### src/rtl/perf_bank_pkg.sv
`timescale 1ns/1ps
// Shared register layout constants and control-register type for the
// performance counter bank. Assumes a 32-bit register data path.
package perf_bank_pkg;
    localparam int REG_W    = 32;
    localparam int ADDR_W   = 8;
    localparam int FIELD_W  = 8;
    localparam int BIT_OVF  = 0;
    localparam int BIT_CLR  = 1;
    localparam int BIT_EN   = 2;
    localparam int PRE_LSB  = 16;
    localparam int SEL_LSB  = 24;
    localparam logic [ADDR_W-1:0] VAL_BASE = 8'h20;

    typedef struct packed {
        logic [FIELD_W-1:0] sel;
        logic [FIELD_W-1:0] pre;
        logic               en;
        logic               clr;
    } ctl_t;
endpackage

### src/rtl/perf_ctl_reg.sv
`timescale 1ns/1ps
// Control register of one counter. Holds the select, preset, enable and
// clear fields, and flags a clear edge (clear written 1 while stored 0).
// Assumes wr_hit is already qualified by the address decode.
module perf_ctl_reg
    import perf_bank_pkg::*;
(
    input  logic               clk,
    input  logic               rst_n,
    input  logic               wr_hit,
    input  logic [REG_W-1:0]   wdata,
    output ctl_t               ctl,
    output logic               clr_rise,
    output logic [FIELD_W-1:0] pre_new
);
    // Clear edge and the preset value that travels with it
    assign clr_rise = wr_hit & wdata[BIT_CLR] & ~ctl.clr;
    assign pre_new  = wdata[PRE_LSB +: FIELD_W];

    // Store the writable control fields
    always_ff @(posedge clk) begin
        if (!rst_n) begin
            ctl <= '0;
        end else if (wr_hit) begin
            ctl.sel <= wdata[SEL_LSB +: FIELD_W];
            ctl.pre <= wdata[PRE_LSB +: FIELD_W];
            ctl.en  <= wdata[BIT_EN];
            ctl.clr <= wdata[BIT_CLR];
        end
    end
endmodule

### src/rtl/perf_event_mux.sv
`timescale 1ns/1ps
// Picks the event strobe named by an event code. Code 0 and codes at or
// above NUM_EVT select nothing. Assumes NUM_EVT <= 256.
module perf_event_mux #(
    parameter int NUM_EVT = 64
) (
    input  logic [7:0]         code,
    input  logic [NUM_EVT-1:0] evt,
    output logic               hit
);
    // Compare the code against each strobe index
    always_comb begin
        hit = 1'b0;
        for (int k = 0; k < NUM_EVT; k++) begin
            if (code == 8'(k)) hit = evt[k] & (k != 0);
        end
    end
endmodule

### src/rtl/perf_counter.sv
`timescale 1ns/1ps
// One counter with an overflow flag. A clear edge loads the preset into
// bits 23:16. Assumes CNT_W >= 24 and that step_req is already gated
// by enable, event and bank run state.
module perf_counter
    import perf_bank_pkg::*;
#(
    parameter int CNT_W       = 32,
    parameter bit STOP_ON_OVF = 1'b1
) (
    input  logic               clk,
    input  logic               rst_n,
    input  logic               clr_rise,
    input  logic [FIELD_W-1:0] pre_new,
    input  logic               step_req,
    output logic [CNT_W-1:0]   cnt,
    output logic               ovf
);
    localparam logic [CNT_W-1:0] CNT_MAX = '1;

    logic [CNT_W-1:0] preset;
    logic             step;

    // Build the clear value with the preset in bits 23:16
    always_comb begin
        preset = '0;
        preset[PRE_LSB +: FIELD_W] = pre_new;
    end

    // An overflowed counter holds in stop mode
    assign step = step_req & ~(STOP_ON_OVF & ovf);

    // Count, wrap and flag overflow; a clear edge wins over a step
    always_ff @(posedge clk) begin
        if (!rst_n) begin
            cnt <= '0;
            ovf <= 1'b0;
        end else if (clr_rise) begin
            cnt <= preset;
            ovf <= 1'b0;
        end else if (step) begin
            cnt <= cnt + 1'b1;
            if (cnt == CNT_MAX) ovf <= 1'b1;
        end
    end
endmodule

### src/rtl/ddr_perf_counter_bank.sv
`timescale 1ns/1ps
// Performance counter bank. Counter 0 counts cycles and governs the
// bank; the other counters count selected event strobes. Overflow of
// counter 0 freezes all counters and raises irq. Assumes CNT_W in
// 24..32 and NUM_CTR <= 8, so the control and value windows do not overlap.
module ddr_perf_counter_bank
    import perf_bank_pkg::*;
#(
    parameter int NUM_CTR     = 4,
    parameter int CNT_W       = 32,
    parameter int NUM_EVT     = 64,
    parameter bit STOP_ON_OVF = 1'b1
) (
    input  logic               clk,
    input  logic               rst_n,
    input  logic               reg_wr,
    input  logic [ADDR_W-1:0]  reg_addr,
    input  logic [REG_W-1:0]   reg_wdata,
    output logic [REG_W-1:0]   reg_rdata,
    input  logic [NUM_EVT-1:0] evt_in,
    output logic               irq
);
    localparam int CTL_PAD = PRE_LSB - BIT_EN - 1;

    ctl_t                     ctl_arr [NUM_CTR];
    logic [NUM_CTR-1:0]       clr_rise;
    logic [FIELD_W-1:0]       pre_new [NUM_CTR];
    logic [NUM_CTR-1:0]       hit_vec;
    logic [NUM_CTR-1:0]       step_req;
    logic [NUM_CTR-1:0]       en_vec;
    logic [NUM_CTR-1:0]       clr_vec;
    logic [NUM_CTR-1:0]       ovf_vec;
    logic [NUM_CTR*8-1:0]     sel_flat;
    logic [NUM_CTR*CNT_W-1:0] cnt_flat;
    logic                     run;

    // The bank runs while the cycle counter is enabled and not overflowed
    assign run = ctl_arr[0].en & ~ovf_vec[0];
    assign irq = ctl_arr[0].en & ovf_vec[0];

    for (genvar i = 0; i < NUM_CTR; i++) begin : g_ctr
        perf_ctl_reg u_ctl (
            .clk      (clk),
            .rst_n    (rst_n),
            .wr_hit   (reg_wr && (reg_addr == ADDR_W'(4 * i))),
            .wdata    (reg_wdata),
            .ctl      (ctl_arr[i]),
            .clr_rise (clr_rise[i]),
            .pre_new  (pre_new[i])
        );

        if (i == 0) begin : g_cyc
            // The cycle counter steps on every running clock
            assign hit_vec[i]  = 1'b1;
            assign step_req[i] = run;
        end else begin : g_evt
            perf_event_mux #(.NUM_EVT(NUM_EVT)) u_mux (
                .code (ctl_arr[i].sel),
                .evt  (evt_in),
                .hit  (hit_vec[i])
            );
            // Event counters need the bank running and their own enable
            assign step_req[i] = run & ctl_arr[i].en & hit_vec[i];
        end

        perf_counter #(
            .CNT_W       (CNT_W),
            .STOP_ON_OVF (STOP_ON_OVF)
        ) u_cnt (
            .clk      (clk),
            .rst_n    (rst_n),
            .clr_rise (clr_rise[i]),
            .pre_new  (pre_new[i]),
            .step_req (step_req[i]),
            .cnt      (cnt_flat[i*CNT_W +: CNT_W]),
            .ovf      (ovf_vec[i])
        );

        assign en_vec[i]          = ctl_arr[i].en;
        assign clr_vec[i]         = ctl_arr[i].clr;
        assign sel_flat[i*8 +: 8] = ctl_arr[i].sel;
    end

    // Same-cycle register read decode
    always_comb begin
        reg_rdata = '0;
        for (int i = 0; i < NUM_CTR; i++) begin
            if (reg_addr == ADDR_W'(4 * i)) begin
                reg_rdata = {ctl_arr[i].sel, ctl_arr[i].pre, {CTL_PAD{1'b0}},
                             ctl_arr[i].en, ctl_arr[i].clr, ovf_vec[i]};
            end
            if (reg_addr == VAL_BASE + ADDR_W'(4 * i)) begin
                reg_rdata = REG_W'(cnt_flat[i*CNT_W +: CNT_W]);
            end
        end
    end
endmodule

### config.mk
export PLATFORM = sky130hd
export DESIGN_NAME = ddr_perf_counter_bank
export DESIGN_NICKNAME = d
export VERILOG_FILES = /design/src/rtl/perf_bank_pkg.sv /design/src/rtl/perf_ctl_reg.sv /design/src/rtl/perf_event_mux.sv /design/src/rtl/perf_counter.sv /design/src/rtl/ddr_perf_counter_bank.sv
export SDC_FILE = /design/constraint.sdc
export NUM_CORES = 1
export LEC_CHECK = 0
export ABC_CLOCK_PERIOD_IN_PS = 3200
export BUFFER_PORTS_ARGS = -buffer_cell sky130_fd_sc_hd__buf_2
export CORE_MARGIN = 8
export CORE_UTILIZATION = 30
export CTS_CLUSTER_DIAMETER = 150
export DETAILED_ROUTE_END_ITERATION = 10
export GPL_ROUTABILITY_DRIVEN = 0
export SLEW_MARGIN = 20
export SYNTH_ARGS = -nofsm -noshare
export SYNTH_HDL_FRONTEND = slang
export SYNTH_SLANG_ARGS = --single-unit
### constraint.sdc
create_clock -name clk -period 3.2 [get_ports clk]
set_input_delay 0.32 -clock clk [delete_from_list [all_inputs] [get_ports clk]]
set_output_delay 0.32 -clock clk [all_outputs]
set_load 0.01 [all_outputs]
==> impl_metrics.tcl <==
set metrics [dict create \
    drtAntennaViolNets 0 \
    status "finished, final reports clean" \
    root_buffer "clkbuf_16" \
    synthesis.instances 1740 \
    ys_types 87 \
    drt-pass1-iter-count 8 \
    yosys_most_used_dff "dfxtp_1" \
    wl_um 52500 \
    fin_util 0.359 \
    async_reset_ff_frac 0 \
    final_common_cell "nand2_1" \
    setup_ws_ns 0.0897 \
    ios 140 \
    synth_edf_count 0 \
    cp_max_fo 14 \
    ff2ff_setup_slack_ns 0.09 \
    cts.sinks 204 \
    path_cells "buf_4 -> buf_4 -> mux2_2 -> o22ai_1 -> a221oi_1 -> and3_1 -> o311ai_2 -> buf_12 -> a2111o_1 -> buf_12 -> or3_1 -> a31oi_1" \
    grt_max_degree 65 \
    finalCritPeriodShare 0.972 \
    cts_tree "yes" \
    dp_slack_ns -0.0944 \
    placed_cells 2423 \
    area_growth_pct 18.2 \
    portBuffers 124 \
    slowest_stage "a2111o_1" \
    fin_skew_ns 0.0196 \
    start_util 0.304 \
    power_density_nw_per_um2 347 \
    ir_drop_mv 0.281 \
    nFillCells 4688 \
    fin_tns_setup_ns 0 \
    clk_pin_slew_ns 0.06 \
    cp-start-kind "flip-flop" \
    drc 0 \
    nNetsFinal 1961 \
    via_per_inst 5.82 \
    max_stage_delay_ns 0.42 \
    hold_viol 0 \
    timing.slew.headroom 0.466 \
    netlist_area_um2 13800 \
    grt_pass1_vias 13400 \
    critPathKind "flip-flop to flip-flop" \
    power_mw 5.65 \
    drv_slew 0 \
    period_needed_ns 3.11 \
    setup.worst_path.end_class "flip-flop" \
    grt_antenna_before_repair 2 \
    grtUsageTotal 0.188 \
    hold_buffers 0 \
    fp.dieH_um 230 \
    rsz0062_at_grt "no" \
    syn_nets 1851 \
    rows 78 \
    cts_buffer_depth 3 \
    core_um2 45400 \
    critical_path.top_delay_family "compound AO/OA/AOI/OAI gates" \
    numCtsBuffers 24 \
    stdcell_count 2468 \
    first_iter_violations 1659 \
    num_vias 14400 \
    total_leakage_power_nw 5.54 \
    drive_above_1_share 0.194 \
    dieArea_um2 53100 \
    hpwl_um 39700 \
    clock_latency_ns 0.53 \
    whs_ns 0.0862 \
    critPathBufInv 4 \
    wire_per_inst_um 21.3 \
    worst_ep_required_time_ns 3.64 \
    worstMarginPinSlew_ns 0.781 \
    drv_cap 0 \
    die_w_um 230 \
    syn_avg_cell_area_um2 7.92 \
    yosys_register_bits 204 \
    htree_levels 1 \
    finalSetupViolCount 0 \
    hold_path_class "input pin to flip-flop" \
    place_area_um2 15400 \
    stdcell_area_um2 16300 \
    globalRouteOverflowTotal 0 \
    layout_common_cells "nand2_1, dfxtp_1, buf_2, nor2_1, buf_4" \
    ys_seq_area_frac 0.296 \
    arrival_ns 3.55 \
    ys_warn_count 0 \
    grt_pass1_wl_um 80800 \
    clock.fmax_mhz 322 \
]
-- worst paths after layout --
check | startpoint | endpoint | cells after the start
worst min-delay path | reg_wdata[2] | g_ctr[3].u_ctl.ctl[1] | 3
worst max register to register | g_ctr[1].u_ctl.ctl[11] | g_ctr[1].u_cnt.cnt[22] | 12
worst min register to register | g_ctr[3].u_ctl.ctl[2] | g_ctr[3].u_ctl.ctl[2] | 2
worst max-delay path | g_ctr[1].u_ctl.ctl[11] | g_ctr[1].u_cnt.cnt[22] | 12
-- synth_stat cells (7+ instances only) --
library cell,instances,area share
buf_2,28,0.010
a22oi_1,7,0.0038
a211oi_1,8,0.0044
a2111oi_0,12,0.0076
a21oi_1,86,0.031
buf_1,11,0.0030
nand4b_1,7,0.0044
o22ai_1,15,0.0068
mux2i_1,43,0.031
o21ai_0,80,0.029
nor2b_1,18,0.0082
nand2b_1,19,0.0086
inv_1,28,0.0076
nor3_1,22,0.0080
dfxtp_1,204,0.30
a22o_1,12,0.0076
and3_1,41,0.019
o211a_1,9,0.0065
o211ai_1,13,0.0071
nand3b_1,8,0.0044
nand3_1,66,0.024
a31o_2,7,0.0044
or4_1,45,0.025
o2111ai_1,7,0.0044
nand2_1,261,0.071
o21a_1,8,0.0044
xor2_1,27,0.017
a31oi_1,26,0.012
mux2_2,26,0.021
clkbuf_1,86,0.023
mux4_2,25,0.041
nor3b_1,13,0.0071
a221o_1,14,0.010
and2_1,15,0.0068
o31ai_1,43,0.023
nand4_1,31,0.014
a21boi_0,72,0.039
nor4_1,9,0.0041
and4_1,14,0.0089
or2_2,9,0.0041
xnor2_1,23,0.015
or3_1,22,0.010
buf_4,8,0.0044
nor2_1,112,0.031
-- what timing repair did --
action	CTS	global route
buffers inserted	0	1
gates resized for setup	3	17
setup endpoints to repair	16	34
pin swaps	0	1
-- flip-flops by register name, indices dropped and copies added (netlist names) --
name,count
g_ctr.u_cnt.cnt,128
g_ctr.u_cnt.ovf,4
g_ctr.u_ctl.ctl,72
-- worst register-to-register path: stages, from the launching register on --
cell,delay (ns)
dfxtp_2,0.36
buf_4,0.17
buf_4,0.17
mux2_2,0.24
o22ai_1,0.08
a221oi_1,0.24
and3_1,0.26
o311ai_2,0.21
buf_12,0.22
a2111o_1,0.43
buf_12,0.16
or3_1,0.32
a31oi_1,0.18
-- power by group --
part | total [mW] | switching (mW) | internal [mW] | leakage (nW)
Combinational | 0.376 | 0.240 | 0.136 | 3.52
Clock | 2.73 | 1.11 | 1.62 | 0.381
Sequential | 2.55 | 0.00581 | 2.54 | 1.64
-- logic make-up (layout without fill, tap and decap cells) --
| group | after synthesis | after routing | synth area share |
|---|---|---|---|
| other cells | 0 | 2 | 0 |
| flops | 204 | 204 | 0.296 |
| fa+ha+maj | 4 | 4 | 0.00363 |
| mux | 94 | 94 | 0.0933 |
| xor+xnor | 50 | 50 | 0.0318 |
| compound gates | 474 | 474 | 0.240 |
| buf+inv | 168 | 294 | 0.0537 |
| simple gates | 746 | 746 | 0.281 |
-- per-layer routing --
layer	wire, um	track usage
met5	0	0
met4	1490	0.0499
met3	3830	0.0255
met2	23900	0.307
met1	23300	0.259
-- layout make-up --
type                    count  area, um^2  area share
multi-input cells        1368        9040       0.555
well taps                 600         751      0.0461
diodes                      2        5.00    0.000307
inverters                  29         109     0.00668
clock buffers              36         717      0.0440
flip-flops and latches    204        4090       0.251
clock inverters             6        57.6     0.00353
repair buffers            223        1520      0.0931
(Power assumes the default switching activity.)
